===== config.mk =====
export PLATFORM = sky130hd
export DESIGN_NAME = i2c_regbank_target
export DESIGN_NICKNAME = d
export VERILOG_FILES = /design/src/rtl/i2c_rb_pkg.sv /design/src/rtl/i2c_rb_sync.sv /design/src/rtl/i2c_rb_regfile.sv /design/src/rtl/i2c_regbank_target.sv
export SDC_FILE = /design/constraint.sdc
export NUM_CORES = 1
export LEC_CHECK = 0
export BUFFER_PORTS_ARGS = -buffer_cell sky130_fd_sc_hd__buf_2
export CAP_MARGIN = 0
export CORE_AREA = 2 2 175 177
export CTS_BUF_LIST = sky130_fd_sc_hd__clkbuf_2
export DETAILED_ROUTE_END_ITERATION = 6
export DIE_AREA = 0 0 177 179
export GPL_TIMING_DRIVEN = 0
export SLEW_MARGIN = 20
export SYNTH_ARGS = -nofsm -noshare
export SYNTH_HDL_FRONTEND = slang
export SYNTH_SLANG_ARGS = --single-unit

===== constraint.sdc =====
create_clock -name clk -period 2.9 [get_ports clk]
set_clock_uncertainty 0.15 [all_clocks]
set_input_delay 0.725 -clock clk [delete_from_list [all_inputs] [get_ports clk]]
set_output_delay 0.725 -clock clk [all_outputs]
set_load 0.01 [all_outputs]

===== src/rtl/i2c_rb_pkg.sv =====
package i2c_rb_pkg;
  localparam int BYTE_W = 8;

  typedef enum logic [2:0] {
    ST_IDLE,
    ST_ADDR,
    ST_ADDR_ACK,
    ST_WR,
    ST_WR_ACK,
    ST_RD,
    ST_RD_ACK
  } bus_st_t;
endpackage


===== src/rtl/i2c_rb_sync.sv =====
// Two-flop synchronizer per line, plus one extra stage for edge detection.
module i2c_rb_sync #(
  parameter int WIDTH = 2
) (
  input  logic             clk,
  input  logic             rst_n,
  input  logic [WIDTH-1:0] async_i,
  output logic [WIDTH-1:0] sync_o,
  output logic [WIDTH-1:0] prev_o
);
  for (genvar g = 0; g < WIDTH; g++) begin : g_line
    logic meta_q, sync_q, prev_q;
    always_ff @(posedge clk or negedge rst_n) begin
      if (!rst_n) begin
        meta_q <= 1'b1;
        sync_q <= 1'b1;
        prev_q <= 1'b1;
      end else begin
        meta_q <= async_i[g];
        sync_q <= meta_q;
        prev_q <= sync_q;
      end
    end
    assign sync_o[g] = sync_q;
    assign prev_o[g] = prev_q;
  end
endmodule


===== src/rtl/i2c_rb_regfile.sv =====
// Register bank: one write port, one combinational read port.
// Addresses at or above NREG read as zero and ignore writes.
module i2c_rb_regfile #(
  parameter int NREG = 22,
  parameter int DW   = 8,
  parameter int AW   = 8
) (
  input  logic               clk,
  input  logic               rst_n,
  input  logic               wr_en,
  input  logic [AW-1:0]      wr_addr,
  input  logic [DW-1:0]      wr_data,
  input  logic [AW-1:0]      rd_addr,
  output logic [DW-1:0]      rd_data,
  output logic [NREG*DW-1:0] regs_o
);
  localparam int IW = (NREG > 1) ? $clog2(NREG) : 1;

  logic [DW-1:0] mem [NREG];

  for (genvar k = 0; k < NREG; k++) begin : g_reg
    always_ff @(posedge clk or negedge rst_n) begin
      if (!rst_n)
        mem[k] <= '0;
      else if (wr_en && int'(wr_addr) == k)
        mem[k] <= wr_data;
    end
    assign regs_o[k*DW +: DW] = mem[k];
  end

  always_comb begin
    rd_data = '0;
    if (int'(rd_addr) < NREG)
      rd_data = mem[rd_addr[IW-1:0]];
  end
endmodule


===== src/rtl/i2c_regbank_target.sv =====
module i2c_regbank_target
  import i2c_rb_pkg::*;
#(
  parameter logic [6:0] DEV_ADDR = 7'h1A,
  parameter int         NREG     = 22
) (
  input  logic                   clk,
  input  logic                   rst_n,
  input  logic                   scl_i,
  input  logic                   sda_i,
  output logic                   sda_oe_o,
  output logic [NREG*BYTE_W-1:0] regs_o
);
  localparam logic [BYTE_W-1:0] LAST = BYTE_W'(NREG - 1);

  logic [1:0] line_s, line_p;
  logic scl_s, sda_s, scl_p, sda_p;
  logic scl_rise, scl_fall, start, stop;

  i2c_rb_sync #(.WIDTH(2)) u_sync (
    .clk(clk), .rst_n(rst_n),
    .async_i({scl_i, sda_i}),
    .sync_o(line_s), .prev_o(line_p)
  );

  assign {scl_s, sda_s} = line_s;
  assign {scl_p, sda_p} = line_p;
  assign scl_rise = scl_s & ~scl_p;
  assign scl_fall = ~scl_s & scl_p;
  assign start    = scl_s & scl_p & sda_p & ~sda_s;
  assign stop     = scl_s & scl_p & ~sda_p & sda_s;

  bus_st_t           state;
  logic [3:0]        bitcnt;
  logic [BYTE_W-1:0] shreg, ptr, ptr_next, rd_data;
  logic              rw, first, mack;
  logic              byte_done, ptr_load, wr_en, rd_load, ptr_inc;

  always_comb begin
    byte_done = scl_fall && (bitcnt == 4'd8);
    ptr_load  = (state == ST_WR) && byte_done && first;
    wr_en     = (state == ST_WR) && byte_done && !first;
    rd_load   = scl_fall && (((state == ST_ADDR_ACK) && rw) ||
                             ((state == ST_RD_ACK) && mack));
    ptr_inc   = wr_en || rd_load;
    ptr_next  = (ptr == LAST) ? '0 : ptr + BYTE_W'(1);
  end

  i2c_rb_regfile #(.NREG(NREG), .DW(BYTE_W), .AW(BYTE_W)) u_regs (
    .clk(clk), .rst_n(rst_n),
    .wr_en(wr_en), .wr_addr(ptr), .wr_data(shreg),
    .rd_addr(ptr), .rd_data(rd_data),
    .regs_o(regs_o)
  );

  always_ff @(posedge clk or negedge rst_n) begin
    if (!rst_n) begin
      state    <= ST_IDLE;
      bitcnt   <= '0;
      shreg    <= '0;
      ptr      <= '0;
      rw       <= 1'b0;
      first    <= 1'b0;
      mack     <= 1'b0;
      sda_oe_o <= 1'b0;
    end else if (start) begin
      state    <= ST_ADDR;
      bitcnt   <= '0;
      first    <= 1'b1;
      sda_oe_o <= 1'b0;
    end else if (stop) begin
      state    <= ST_IDLE;
      sda_oe_o <= 1'b0;
    end else begin
      if (ptr_load)     ptr <= shreg;
      else if (ptr_inc) ptr <= ptr_next;

      if (rd_load) begin
        shreg    <= rd_data;
        sda_oe_o <= ~rd_data[BYTE_W-1];
        bitcnt   <= '0;
        state    <= ST_RD;
      end else begin
        unique case (state)
          ST_ADDR, ST_WR: begin
            if (scl_rise) begin
              shreg  <= {shreg[BYTE_W-2:0], sda_s};
              bitcnt <= bitcnt + 4'd1;
            end else if (byte_done) begin
              if (state == ST_WR) begin
                sda_oe_o <= 1'b1;
                first    <= 1'b0;
                state    <= ST_WR_ACK;
              end else if (shreg[BYTE_W-1:1] == DEV_ADDR) begin
                rw       <= shreg[0];
                sda_oe_o <= 1'b1;
                state    <= ST_ADDR_ACK;
              end else begin
                state <= ST_IDLE;
              end
            end
          end
          ST_ADDR_ACK, ST_WR_ACK: begin
            // read direction after the address ACK is handled by rd_load
            if (scl_fall) begin
              sda_oe_o <= 1'b0;
              bitcnt   <= '0;
              state    <= ST_WR;
            end
          end
          ST_RD: begin
            if (scl_fall) begin
              if (bitcnt == 4'd7) begin
                sda_oe_o <= 1'b0;
                state    <= ST_RD_ACK;
              end else begin
                shreg    <= shreg << 1;
                sda_oe_o <= ~shreg[BYTE_W-2];
                bitcnt   <= bitcnt + 4'd1;
              end
            end
          end
          ST_RD_ACK: begin
            if (scl_rise)      mack  <= ~sda_s;
            else if (scl_fall) state <= ST_IDLE;
          end
          default: ;
        endcase
      end
    end
  end
endmodule


---- After elaboration in Yosys (flattened, before gate mapping) ----
Cells that the tools add are included.
storage, ports and cells
  bits in latches ......................... 0
  logic and storage cells ................. 210
  register bits ........................... 209
  output and inout bits ................... 177
  input bits .............................. 4
  memories ................................ 0
  ROM bits ................................ 0
  memory bits (writable) .................. 0
cells by class
  magnitude comparators ................... 2
  shift operators ......................... 0
  equality and inequality tests ........... 49
  reductions and logical operators ........ 51
  bitwise operators ....................... 19
  div/mod/pow operators ................... 0
  mux-type cells .......................... 51
  multiply operators ...................... 0
  add/sub/neg operators ................... 2
operators with widths
  operator                                                               count
  8-bit two-way mux                                                      10
  8-bit by 5-bit == test with 1-bit output (second input constant)       9
  8-bit by 6-bit == test with 1-bit output (second input constant)       6
  8-bit binary-select mux with 5-bit select                              1
  5-bit inequality test (second input constant)                          7
  3-bit two-way mux                                                      11
  8-bit by 4-bit == test with 1-bit output (second input constant)       4
  1-bit logical AND                                                      29
  4-bit two-way mux                                                      7
  6-bit AND reduction                                                    4
  1-bit two-way mux                                                      17
  8-bit by 3-bit == test with 1-bit output (second input constant)       2
  4-bit inequality test (second input constant)                          4
  8-bit case mux with 2 select lines                                     1
  8-bit AND reduction                                                    2
  3-bit case mux with 4 select lines                                     1
  4-bit case mux with 3 select lines                                     1
  1-bit NOT                                                              11
  3-bit == test (second input constant)                                  3
  3-bit inequality test (second input constant)                          3
  8-bit by 1-bit adder with 8-bit output (second input constant)         1
  8-bit by 2-bit == test with 1-bit output (second input constant)       1
  8-bit logical NOT                                                      1
  8-bit by 5-bit < comparator with 1-bit output (second input constant)  1
  other kinds (24)                                                       37

---- Depth between registers and ports, before layout ----
Gate-level depths: netlist (run 1).
  word-level depth ........................ 9
  mapped depth ............................ 11
  gate-level depth less buffers ........... 7

---- Hierarchy ----
A second synthesis (run 1) with hierarchy kept.
second synthesis, totals
  cell total of the unflattened synthesis .. 767
  area, all modules ....................... 10,333.7 µm²
modules (own cells, without submodules)
  module              cells an instance  times used  area each (µm²)  sequential area each (µm²)
  i2c_rb_regfile      548                1           8,275.4          4,404.2
  i2c_regbank_target  209                1           1,870.5          675.6
  i2c_rb_sync         10                 1           187.7            157.7

---- Worst setup path before layout (run 1) ----
Ideal clock, no wire load.
  path type ............................... register to register
  start ................................... register ptr[0]
  end ..................................... register u_regs.mem (netlist bit u_regs.regs_o[128])
  period minus slack after synthesis ...... 2,607 ps
  cell stages (with the launch flop) ...... 10
  path buffers ............................ 5
  arrival ................................. 2,332 ps
  required time ........................... 2,625 ps
  library setup time ...................... 125 ps
  path slack .............................. 293 ps
  cells stage by stage .................... dfrtp_1 buf_2 buf_2 buf_2 buf_4 inv_1 ha_1 clkbuf_1 nand2_1 mux2_2
between the ends
  cells in the longest elaborated chain, start to end .. 2
RTL lines
  what                                      line                      source
  start: declaration                        i2c_regbank_target.sv:35  logic [BYTE_W-1:0] shreg, ptr, ptr_next, rd_data;
  start signal: assignment                  i2c_regbank_target.sv:75  if (ptr_load) ptr <= shreg;
  start signal: assignment                  i2c_regbank_target.sv:76  else if (ptr_inc) ptr <= ptr_next;
  8-bit by 6-bit == test with 1-bit output  i2c_rb_regfile.sv:25      else if (wr_en && int'(wr_addr) == k)
  1-bit logical AND                         i2c_rb_regfile.sv:25
  end signal: indexed assignment            i2c_rb_regfile.sv:26      mem[k] <= wr_data;
  end: declaration                          i2c_rb_regfile.sv:19      logic [DW-1:0] mem [NREG];
No other way between the ends.
A chain may end at the register's enable or synchronous reset.

---- Worst setup path in the final report (run 1) ----
  start ................................... register u_sync.g_line[1].prev_q
  end ..................................... register u_regs.mem (netlist bit u_regs.regs_o[100])
between the ends
  cells in the longest elaborated chain, start to end .. 5
RTL lines
  what                             line                      source
  start: declaration               i2c_rb_sync.sv:12         logic meta_q, sync_q, prev_q;
  start signal: assignment         i2c_rb_sync.sv:21         prev_q <= sync_q;
  1-bit AND                        i2c_regbank_target.sv:29  assign scl_fall = ~scl_s & scl_p;
  1-bit logical AND                i2c_regbank_target.sv:40  byte_done = scl_fall && (bitcnt == 4'd8);
  1-bit logical AND (2 in series)  i2c_regbank_target.sv:42  wr_en = (state == ST_WR) && byte_done && !first;
  1-bit logical AND                i2c_rb_regfile.sv:25
No other way between the ends.

==> results of run 1 <==
## path summary, 6_finish.rpt
kind	start	slack [ns]	endpoint	depth (start not counted)
max in group asynchronous	rst_n	1.54	u_sync.g_line[1].meta_q	3
min	rst_n	0.20	u_regs.regs_o[90]	2
max reg2reg	u_sync.g_line[1].prev_q	0.04	u_regs.regs_o[100]	7
max	u_sync.g_line[1].prev_q	0.04	u_regs.regs_o[100]	7
min reg2reg	u_sync.g_line[1].meta_q	0.21	u_sync.g_line[1].sync_q	0
min in group clk	u_sync.g_line[1].meta_q	0.21	u_sync.g_line[1].sync_q	0
## sequential cells by signal (all words and copies together) (netlist names)
name / count
sda_oe_o: 1
u_sync.g_line.prev_q: 2
rw: 1
u_sync.g_line.sync_q: 2
u_sync.g_line.meta_q: 2
ptr: 8
bitcnt: 4
first: 1
state: 3
mack: 1
shreg: 8
u_regs.regs_o: 176
## kinds of logic after synthesis
family,Yosys count,synth area share
buffers and inverters,65,0.02666
flip-flops,209,0.5096
multiplexers,245,0.3020
adder cells (fa/ha/maj),6,0.007304
AO/OA/AOI/OAI,97,0.06964
XOR/XNOR,2,0.001705
AND/OR/NAND/NOR,138,0.08303
## cell type report
cell class                 instances  share of cell area
sequential                       209              0.4269
clock inverter                     7            0.002550
tap                              396             0.04039
buffer                            52             0.02070
antenna                            2           0.0004080
multi-input combinational        488              0.3915
inverter                          12            0.003672
clock buffer                      80             0.03264
timing repair buffer             185             0.08118
## through the flow
| step | instance area (um2) | worst slack [ns] | setup TNS (ns) |
|---|---|---|---|
| after global routing | 12270 | -0.07035 | -1.357 |
| final | 12270 | 0.03734 | 0 |
| after CTS | 12230 | 0.002811 | 0 |
| after detailed placement | 11740 | -0.6071 | -56.60 |
| after global placement | 11670 | -2.771 | -619.37 |
| after floorplan | 10280 | 0.2928 | 0 |
## power by group
part           total, W  switching, W  leakage (nW)  internal (W)
logic          0.000628      0.000491          3.01      0.000137
registers       0.00311      0.000132          2.89       0.00297
clock network   0.00193       0.00121         0.349      0.000721
total           0.00567       0.00183          6.25       0.00383
## cell usage after synthesis (8+ instances only)
cell type	instances
a21oi_1	17
a221o_1	8
buf_2	14
clkbuf_1	32
dfrtp_1	203
inv_1	12
mux2_2	187
mux2i_1	21
mux4_2	33
nand2_1	22
nand2_2	8
nand3_1	15
nand4_1	12
nor2_1	12
nor3_1	12
o21ai_0	14
## repair_timing
item | 4_1_cts | 5_1_grt
hold buffers | 3 | 0
resized for setup | 12 | 10
endpoints found under the hold margin | 121 | 0
endpoints found under the setup margin | 151 | 46
## routing by layer
metal  track usage  vias to the layer above
met5             0                        -
met4       0.06646                        0
met3       0.05789                       56
met2        0.3523                      315
met1        0.2738                     3983
li1              -                     3399
==> tab_implementation.tex, run 1 <==
\begin{tabular}{lr}
\hline
Metric & Value \\
\hline
\multicolumn{2}{l}{\textbf{Status}} \\
\quad Outcome & finished clean \\
\multicolumn{2}{l}{\textbf{Timing}} \\
\quad Setup violation total in the final timing report & 0 \\
\quad Final period util & 0.9871 \\
\quad Count of final max-slew check failures & 0 \\
\quad Upper clock frequency limit & 349.3 MHz \\
\quad Final Hold Violating Endpoints & 0 \\
\quad Slew at the pin closest to its max-slew limit & 0.8874 ns \\
\quad Final critical path time including I/O delays and setup & 2.863 ns \\
\quad Final worst hold slack & 0.1967 ns \\
\quad Rel. slew slack & 0.4071 \\
\quad Setup repair after global routing missed its margin & yes \\
\multicolumn{2}{l}{\textbf{Routing}} \\
\quad Detailed Route Iter0 Violations & 402 \\
\quad Uppermost signal routing layer after detailed routing & met4 \\
\quad Number of vias per cell after detailed routing & 5.418 \\
\quad Post-route DRC violation count & 0 \\
\quad Routed length on met3 & 2662 um \\
\quad Number of antenna-violating nets in the routed design & 0 \\
\quad Total routed wirelength & 34130 um \\
\quad Met2 wire length & 16850 um \\
\quad Average detailed-routed wire length per instance & 23.85 um \\
\quad Vias & 7753 \\
\quad M1 WL & 13830 um \\
\quad Number of detailed-routing iterations run before antenna repair & 5 \\
\multicolumn{2}{l}{\textbf{Synthesis}} \\
\quad Number of different library cells in the post-synthesis netlist & 69 \\
\quad Leading area contributor after synthesis & dfrtp\_1 \\
\quad Number of standard cells after synthesis & 762 \\
\quad Portion of the post-synthesis area used by sequential elements & 0.5096 \\
\quad Netlist area before placement & 10280 um2 \\
\quad Net Count, Synth & 772 \\
\quad Most area-consuming cells after synthesis & dfrtp\_1, mux2\_2, mux4\_2 \\
\quad Total of flip-flops plus latches after synthesis & 209 \\
\quad Fraction of synthesis flops using an asynchronous set or reset pin & 1.000 \\
\quad Mean Syn Cell Area & 13.49 um2 \\
\quad Fraction of post-synthesis cell area in the top cell type by area & 0.4943 \\
\quad Warning count from the yosys run & 0 \\
\quad Most used flip-flop cell after synthesis & dfrtp\_1 \\
\quad Number of flops mapped to enable cells by yosys & 0 \\
\multicolumn{2}{l}{\textbf{Setup path}} \\
\quad Delay-heaviest family, CP & simple AND/OR/NAND/NOR gates \\
\quad Worst setup SP type & flop \\
\quad WP data required & 3.43 ns \\
\quad Kind of capture point of the worst setup path & flop \\
\quad Critical path class & reg2reg \\
\quad Number of buffers and inverters on the critical path & 2 \\
\quad CP Data Arrival Time & 3.39 ns \\
\quad Crit path largest cell delay & 0.54 ns \\
\quad Worst path slowest cell & dfstp\_2 \\
\quad Critical Path Fanout Max & 10 \\
\quad Cells along the critical path & buf\_4, and4bb\_2, nand4\_1, nor2\_2, and3\_1, buf\_2, mux2\_2 \\
\multicolumn{2}{l}{\textbf{Global route}} \\
\quad Overall routing resource usage & 0.2137 \\
\quad Vias in the first global route & 7851 \\
\quad Antenna violations before repair & 1 \\
\quad Global-route congestion overflow total & 0 \\
\quad Largest net degree at the start of global routing & 92 \\
\quad Global-route wire length before repair & 50110 um \\
\multicolumn{2}{l}{\textbf{Flow run}} \\
\quad Reported max-cap violation count & 0 \\
\multicolumn{2}{l}{\textbf{Placement}} \\
\quad Placed Instances & 1340 \\
\quad Port Buffers & 180 \\
\quad HPWL after detailed placement & 24230 um \\
\quad Final weighted congestion in routability-driven placement & 0.9386 \\
\multicolumn{2}{l}{\textbf{Finish}} \\
\quad Total area of multi-input combinational cells & 4803 um2 \\
\quad Finished Layout Cells & 1431 \\
\quad Leading cell types in the layout, fill and taps excluded & dfrtp\_1, buf\_2, mux2\_2 \\
\quad Most common cell after layout, fill and taps aside & dfrtp\_1 \\
\quad Storage element area & 5238 um2 \\
\quad Net count of the finished layout & 1012 \\
\quad Fill count & 2928 \\
\quad Final core utilization & 0.4085 \\
\quad Layout overhead on the synthesized area & 19.37\% \\
\quad Ratio of cells with drive above 1 in the final layout & 0.5276 \\
\multicolumn{2}{l}{\textbf{Die}} \\
\quad Area of the die & 31680 um2 \\
\quad Std-Cell Rows & 64 \\
\quad Vertical die dimension & 179 um \\
\quad Boundary Pins & 181 \\
\quad Area inside the core boundary & 30030 um2 \\
\quad Width of the chip & 177 um \\
\quad Initial Utilization & 0.3423 \\
\multicolumn{2}{l}{\textbf{Power and ir drop}} \\
\quad Final Total Pwr & 0.005666 W \\
\quad Largest voltage drop on the vdd net & 0.0002623 V \\
\quad Areal power density over the cells & 461.8 nW/um2 \\
\quad Pleak & 6.248 nW \\
\multicolumn{2}{l}{\textbf{CTS}} \\
\quad CTS sink cnt & 209 \\
\quad CTS clk-pin slew, worst paths & 0.10 ns \\
\quad Post-CTS setup repair buffer count & 0 \\
\quad Maximum number of buffers from clock root to sink & 3 \\
\quad Level count of the clock H-tree & 2 \\
\quad Clock latency reported for the late side of the worst-skew pair & 0.85 ns \\
\quad Number of buffers created by CTS & 54 \\
\quad Clk root buf & clkbuf\_2 \\
\quad Clock tree from TritonCTS & built \\
\multicolumn{2}{l}{\textbf{Min path}} \\
\quad Kind of path behind the tightest hold check & in2async \\
\hline
\end{tabular}
Power figures use the tool's default switching activity.
==> inputs of run 2 (changes only) <==
- SYNTH_HIERARCHICAL: default -> 1
==> tab_implementation.tex, run 2 <==
\begin{tabular}{lr}
\hline
Metric & Value \\
\hline
\multicolumn{2}{l}{\textbf{Synthesis}} \\
\quad Share of synthesized cell area in and, or, nand and nor gates & 0.08899 (was 0.08303) \\
\quad Most common library cells after synthesis & dfrtp\_1, mux2\_2, mux4\_2 (unchanged) \\
\quad Total of flip-flops plus latches after synthesis & 209 (unchanged) \\
\quad Leading area contributor after synthesis & dfrtp\_1 (unchanged) \\
\quad Main combinational cell family by area after synthesis & multiplexers (unchanged) \\
\quad Compound-Gate Fraction of Synth Area & 0.06018 (was 0.06964) \\
\quad Portion of the post-synthesis area used by sequential elements & 0.5068 (was 0.5096) \\
\quad Warning count from the yosys run & 6 (was 0) \\
\quad Net Count, Synth & 775 (was 772) \\
\quad Post-Synth Adder-Cell Area & 0.004843 (was 0.007305) \\
\quad Share of the synthesized netlist area taken by xor and xnor gates & 0.0008476 (was 0.001704) \\
\quad Netlist area before placement & 10330 um2 (was 10280 um2) \\
\quad Mean Syn Cell Area & 13.47 um2 (was 13.49 um2) \\
\quad Share of cell area taken by muxes after synthesis & 0.3058 (was 0.3020) \\
\quad Most used flip-flop cell after synthesis & dfrtp\_1 (unchanged) \\
\quad Fraction of post-synthesis cell area in the top cell type by area & 0.4916 (was 0.4943) \\
\quad Most numerous cell in the Yosys netlist & dfrtp\_1 (unchanged) \\
\quad Number of different library cells in the post-synthesis netlist & 71 (was 69) \\
\quad Number of flops mapped to enable cells by yosys & 0 (unchanged) \\
\quad Most area-consuming cells after synthesis & dfrtp\_1, mux2\_2, mux4\_2 (unchanged) \\
\quad Fraction of synthesis flops using an asynchronous set or reset pin & 1.000 (unchanged) \\
\quad Number of standard cells after synthesis & 767 (was 762) \\
\multicolumn{2}{l}{\textbf{CTS}} \\
\quad Clock latency reported for the late side of the worst-skew pair & 0.82 ns (was 0.85 ns) \\
\quad Level count of the clock H-tree & 2 (unchanged) \\
\quad Number of buffers created by CTS & 55 (was 54) \\
\quad Maximum number of buffers from clock root to sink & 3 (unchanged) \\
\quad Clock tree from TritonCTS & built (unchanged) \\
\quad Clk root buf & clkbuf\_2 (unchanged) \\
\quad CTS sink cnt & 209 (unchanged) \\
\quad CTS clk-pin slew, worst paths & 0.11 ns (was 0.10 ns) \\
\multicolumn{2}{l}{\textbf{Timing}} \\
\quad PnR worst setup slack & -0.1400 ns (was 0.03734 ns) \\
\quad Setup repair after global routing missed its margin & yes (unchanged) \\
\quad Final period util & 1.048 (was 0.9871) \\
\quad Count of final max-slew check failures & 0 (unchanged) \\
\quad Final Hold Violating Endpoints & 0 (unchanged) \\
\quad Rel. slew slack & 0.4253 (was 0.4071) \\
\quad Slew at the pin closest to its max-slew limit & 0.8603 ns (was 0.8874 ns) \\
\quad Upper clock frequency limit & 328.9 MHz (was 349.3 MHz) \\
\quad Final critical path time including I/O delays and setup & 3.040 ns (was 2.863 ns) \\
\quad Setup violation total in the final timing report & 57 (was 0) \\
\multicolumn{2}{l}{\textbf{Die}} \\
\quad Area inside the core boundary & 30030 um2 (unchanged) \\
\quad Initial Utilization & 0.3441 (was 0.3423) \\
\quad Boundary Pins & 181 (unchanged) \\
\quad Width of the chip & 177 um (unchanged) \\
\quad Vertical die dimension & 179 um (unchanged) \\
\quad Area of the die & 31680 um2 (unchanged) \\
\quad Std-Cell Rows & 64 (unchanged) \\
\multicolumn{2}{l}{\textbf{Global route}} \\
\quad Global-route wire length before repair & 49080 um (was 50110 um) \\
\quad Largest net degree at the start of global routing & 87 (was 92) \\
\quad Global-route congestion overflow total & 0 (unchanged) \\
\quad Vias in the first global route & 7817 (was 7851) \\
\quad Overall routing resource usage & 0.2066 (was 0.2137) \\
\quad Antenna violations before repair & 1 (unchanged) \\
\multicolumn{2}{l}{\textbf{Placement}} \\
\quad HPWL after detailed placement & 23190 um (was 24230 um) \\
\quad Placed Area & 11810 um2 (was 11740 um2) \\
\quad Port Buffers & 180 (unchanged) \\
\quad Final weighted congestion in routability-driven placement & 0.8848 (was 0.9386) \\
\multicolumn{2}{l}{\textbf{Routing}} \\
\quad Vias & 7698 (was 7753) \\
\quad Number of detailed-routing iterations run before antenna repair & 4 (was 5) \\
\quad Detailed Route Iter0 Violations & 430 (was 402) \\
\quad Number of antenna-violating nets in the routed design & 0 (unchanged) \\
\quad Post-route DRC violation count & 0 (unchanged) \\
\quad Number of vias per cell after detailed routing & 5.265 (was 5.418) \\
\quad Total routed wirelength & 33000 um (was 34130 um) \\
\quad Average detailed-routed wire length per instance & 22.57 um (was 23.85 um) \\
\multicolumn{2}{l}{\textbf{Finish}} \\
\quad Most common cell after layout, fill and taps aside & dfrtp\_1 (unchanged) \\
\quad Largest register FFs & 176 (unchanged) \\
\quad Leading cell types in the layout, fill and taps excluded & dfrtp\_1, buf\_2, mux2\_2 (unchanged) \\
\quad Ratio of cells with drive above 1 in the final layout & 0.5592 (was 0.5276) \\
\quad Fin area & 13010 um2 (was 12270 um2) \\
\quad Layout overhead on the synthesized area & 25.89\% (was 19.37\%) \\
\quad Final core utilization & 0.4332 (was 0.4085) \\
\quad Net count of the finished layout & 1036 (was 1012) \\
\multicolumn{2}{l}{\textbf{Status}} \\
\quad Outcome & finished, violations left (was finished clean) \\
\quad Violated checks & negative setup slack \\
\multicolumn{2}{l}{\textbf{Setup path}} \\
\quad Critical path class & reg2reg (unchanged) \\
\quad Kind of capture point of the worst setup path & flop (unchanged) \\
\quad CP Data Arrival Time & 3.58 ns (was 3.39 ns) \\
\quad WP data required & 3.44 ns (was 3.43 ns) \\
\quad Critical Path Fanout Max & 8 (was 10) \\
\quad Worst setup SP type & flop (unchanged) \\
\multicolumn{2}{l}{\textbf{Min path}} \\
\quad Kind of path behind the tightest hold check & reg2reg (was in2async) \\
\multicolumn{2}{l}{\textbf{Power and ir drop}} \\
\quad Pleak & 6.671 nW (was 6.248 nW) \\
\quad Largest voltage drop on the vdd net & 0.0002166 V (was 0.0002623 V) \\
\quad Areal power density over the cells & 467.4 nW/um2 (was 461.8 nW/um2) \\
\multicolumn{2}{l}{\textbf{Flow run}} \\
\quad Reported max-cap violation count & 0 (unchanged) \\
\hline
\end{tabular}
run 2: cell count changes after synthesis, sizes merged, moves of 7 or more:
cell	before	now
clkbuf	33	25
inv	12	22
o22ai	2	15
nor2	12	29
nand4	12	4
a221o	8	0
a21oi	17	24
run 2: routing by layer:
| layer | wire, um | share of wire | track usage | up-vias |
|---|---|---|---|---|
| li1 | - | - | - | 3407 |
| met1 | 14250 | 0.43 | 0.2740 | 3974 |
| met2 | 15870 | 0.48 | 0.3337 | 275 |
| met3 | 2286 | 0.069 | 0.05492 | 42 |
| met4 | 595 | 0.018 | 0.05785 | 0 |
| met5 | 0 | 0 | 0 | - |
run 2: cell type report:
cell class | count | area, um2
Buffer | 48 | 297.8
Antenna cell | 2 | 5.005
Tap cell | 396 | 495.5
Multi-Input combinational cell | 484 | 5147
Sequential cell | 209 | 5239
Inverter | 23 | 87.58
Clock inverter | 15 | 111.4
Clock buffer | 78 | 390.4
Timing Repair Buffer | 207 | 1235
Fill cell | 2853 | 17020
run 2: kinds of logic (layout without fill, tap and decap cells):
kind of cell             after synthesis  in the layout
multiplexers                         245            245
XOR/XNOR                               1              1
flip-flops                           209            209
AO/OA/AOI/OAI                         91             91
buffers and inverters                 74            371
AND/OR/NAND/NOR                      143            143
other                                  0              2
adder cells (fa/ha/maj)                4              4
run 2: power breakdown:
group	internal (W)	switching [W]	total [W]
combinational	0.000241	0.000572	0.000813
sequential	0.00299	0.000176	0.00317
clock	0.000895	0.00120	0.00210
total	0.00413	0.00195	0.00608
run 2: critical path, cell delays in order, from the launching register on:
cell     delay, ns
dfrtp_1       0.43
inv_2         0.08
ha_4          0.13
and4b_1       0.24
nand2_2       0.10
nor2_4        0.12
or4b_4        0.48
or3_4         0.41
buf_12        0.16
nor2b_4       0.13
buf_12        0.15
mux2_1        0.32
run 2: metrics by stage:
step	instances	setup TNS, ns	worst slack (ns)	hold WS [ns]	total power (W)
after floorplan	767	-0.2032	-0.008517	0.1952	0.003562
after global placement	1343	-641.57	-2.881	0.1986	0.003925
after detailed placement	1345	-57.94	-0.6910	0.1991	0.003955
after CTS	1454	-0.7060	-0.05089	0.2136	0.006102
after global routing	1462	-12.26	-0.2123	0.2230	0.006419
final	1462	-4.653	-0.1400	0.2126	0.006080
run 2: worst paths after layout:
path                            depth (start not counted)  slack (ns)                      end                    start
worst max-delay path                                   11       -0.14         u_regs/regs_o[4]                bitcnt[1]
worst min-delay path                                    0        0.21  u_sync/g_line[1].sync_q  u_sync/g_line[1].meta_q
worst max register to register                         11       -0.14         u_regs/regs_o[4]                bitcnt[1]
worst min register to register                          0        0.21  u_sync/g_line[1].sync_q  u_sync/g_line[1].meta_q
max in group asynchronous                               3        1.55        u_regs/regs_o[37]                    rst_n
min in group asynchronous                               2        0.26        u_regs/regs_o[22]                    rst_n
run 2: what timing repair did:
item,CTS,global route
resized for setup,64,57
hold buffers,3,0
hold endpoints to repair,50,0
pin swaps,5,11
buffers inserted,14,8
endpoints found under the setup margin,185,182
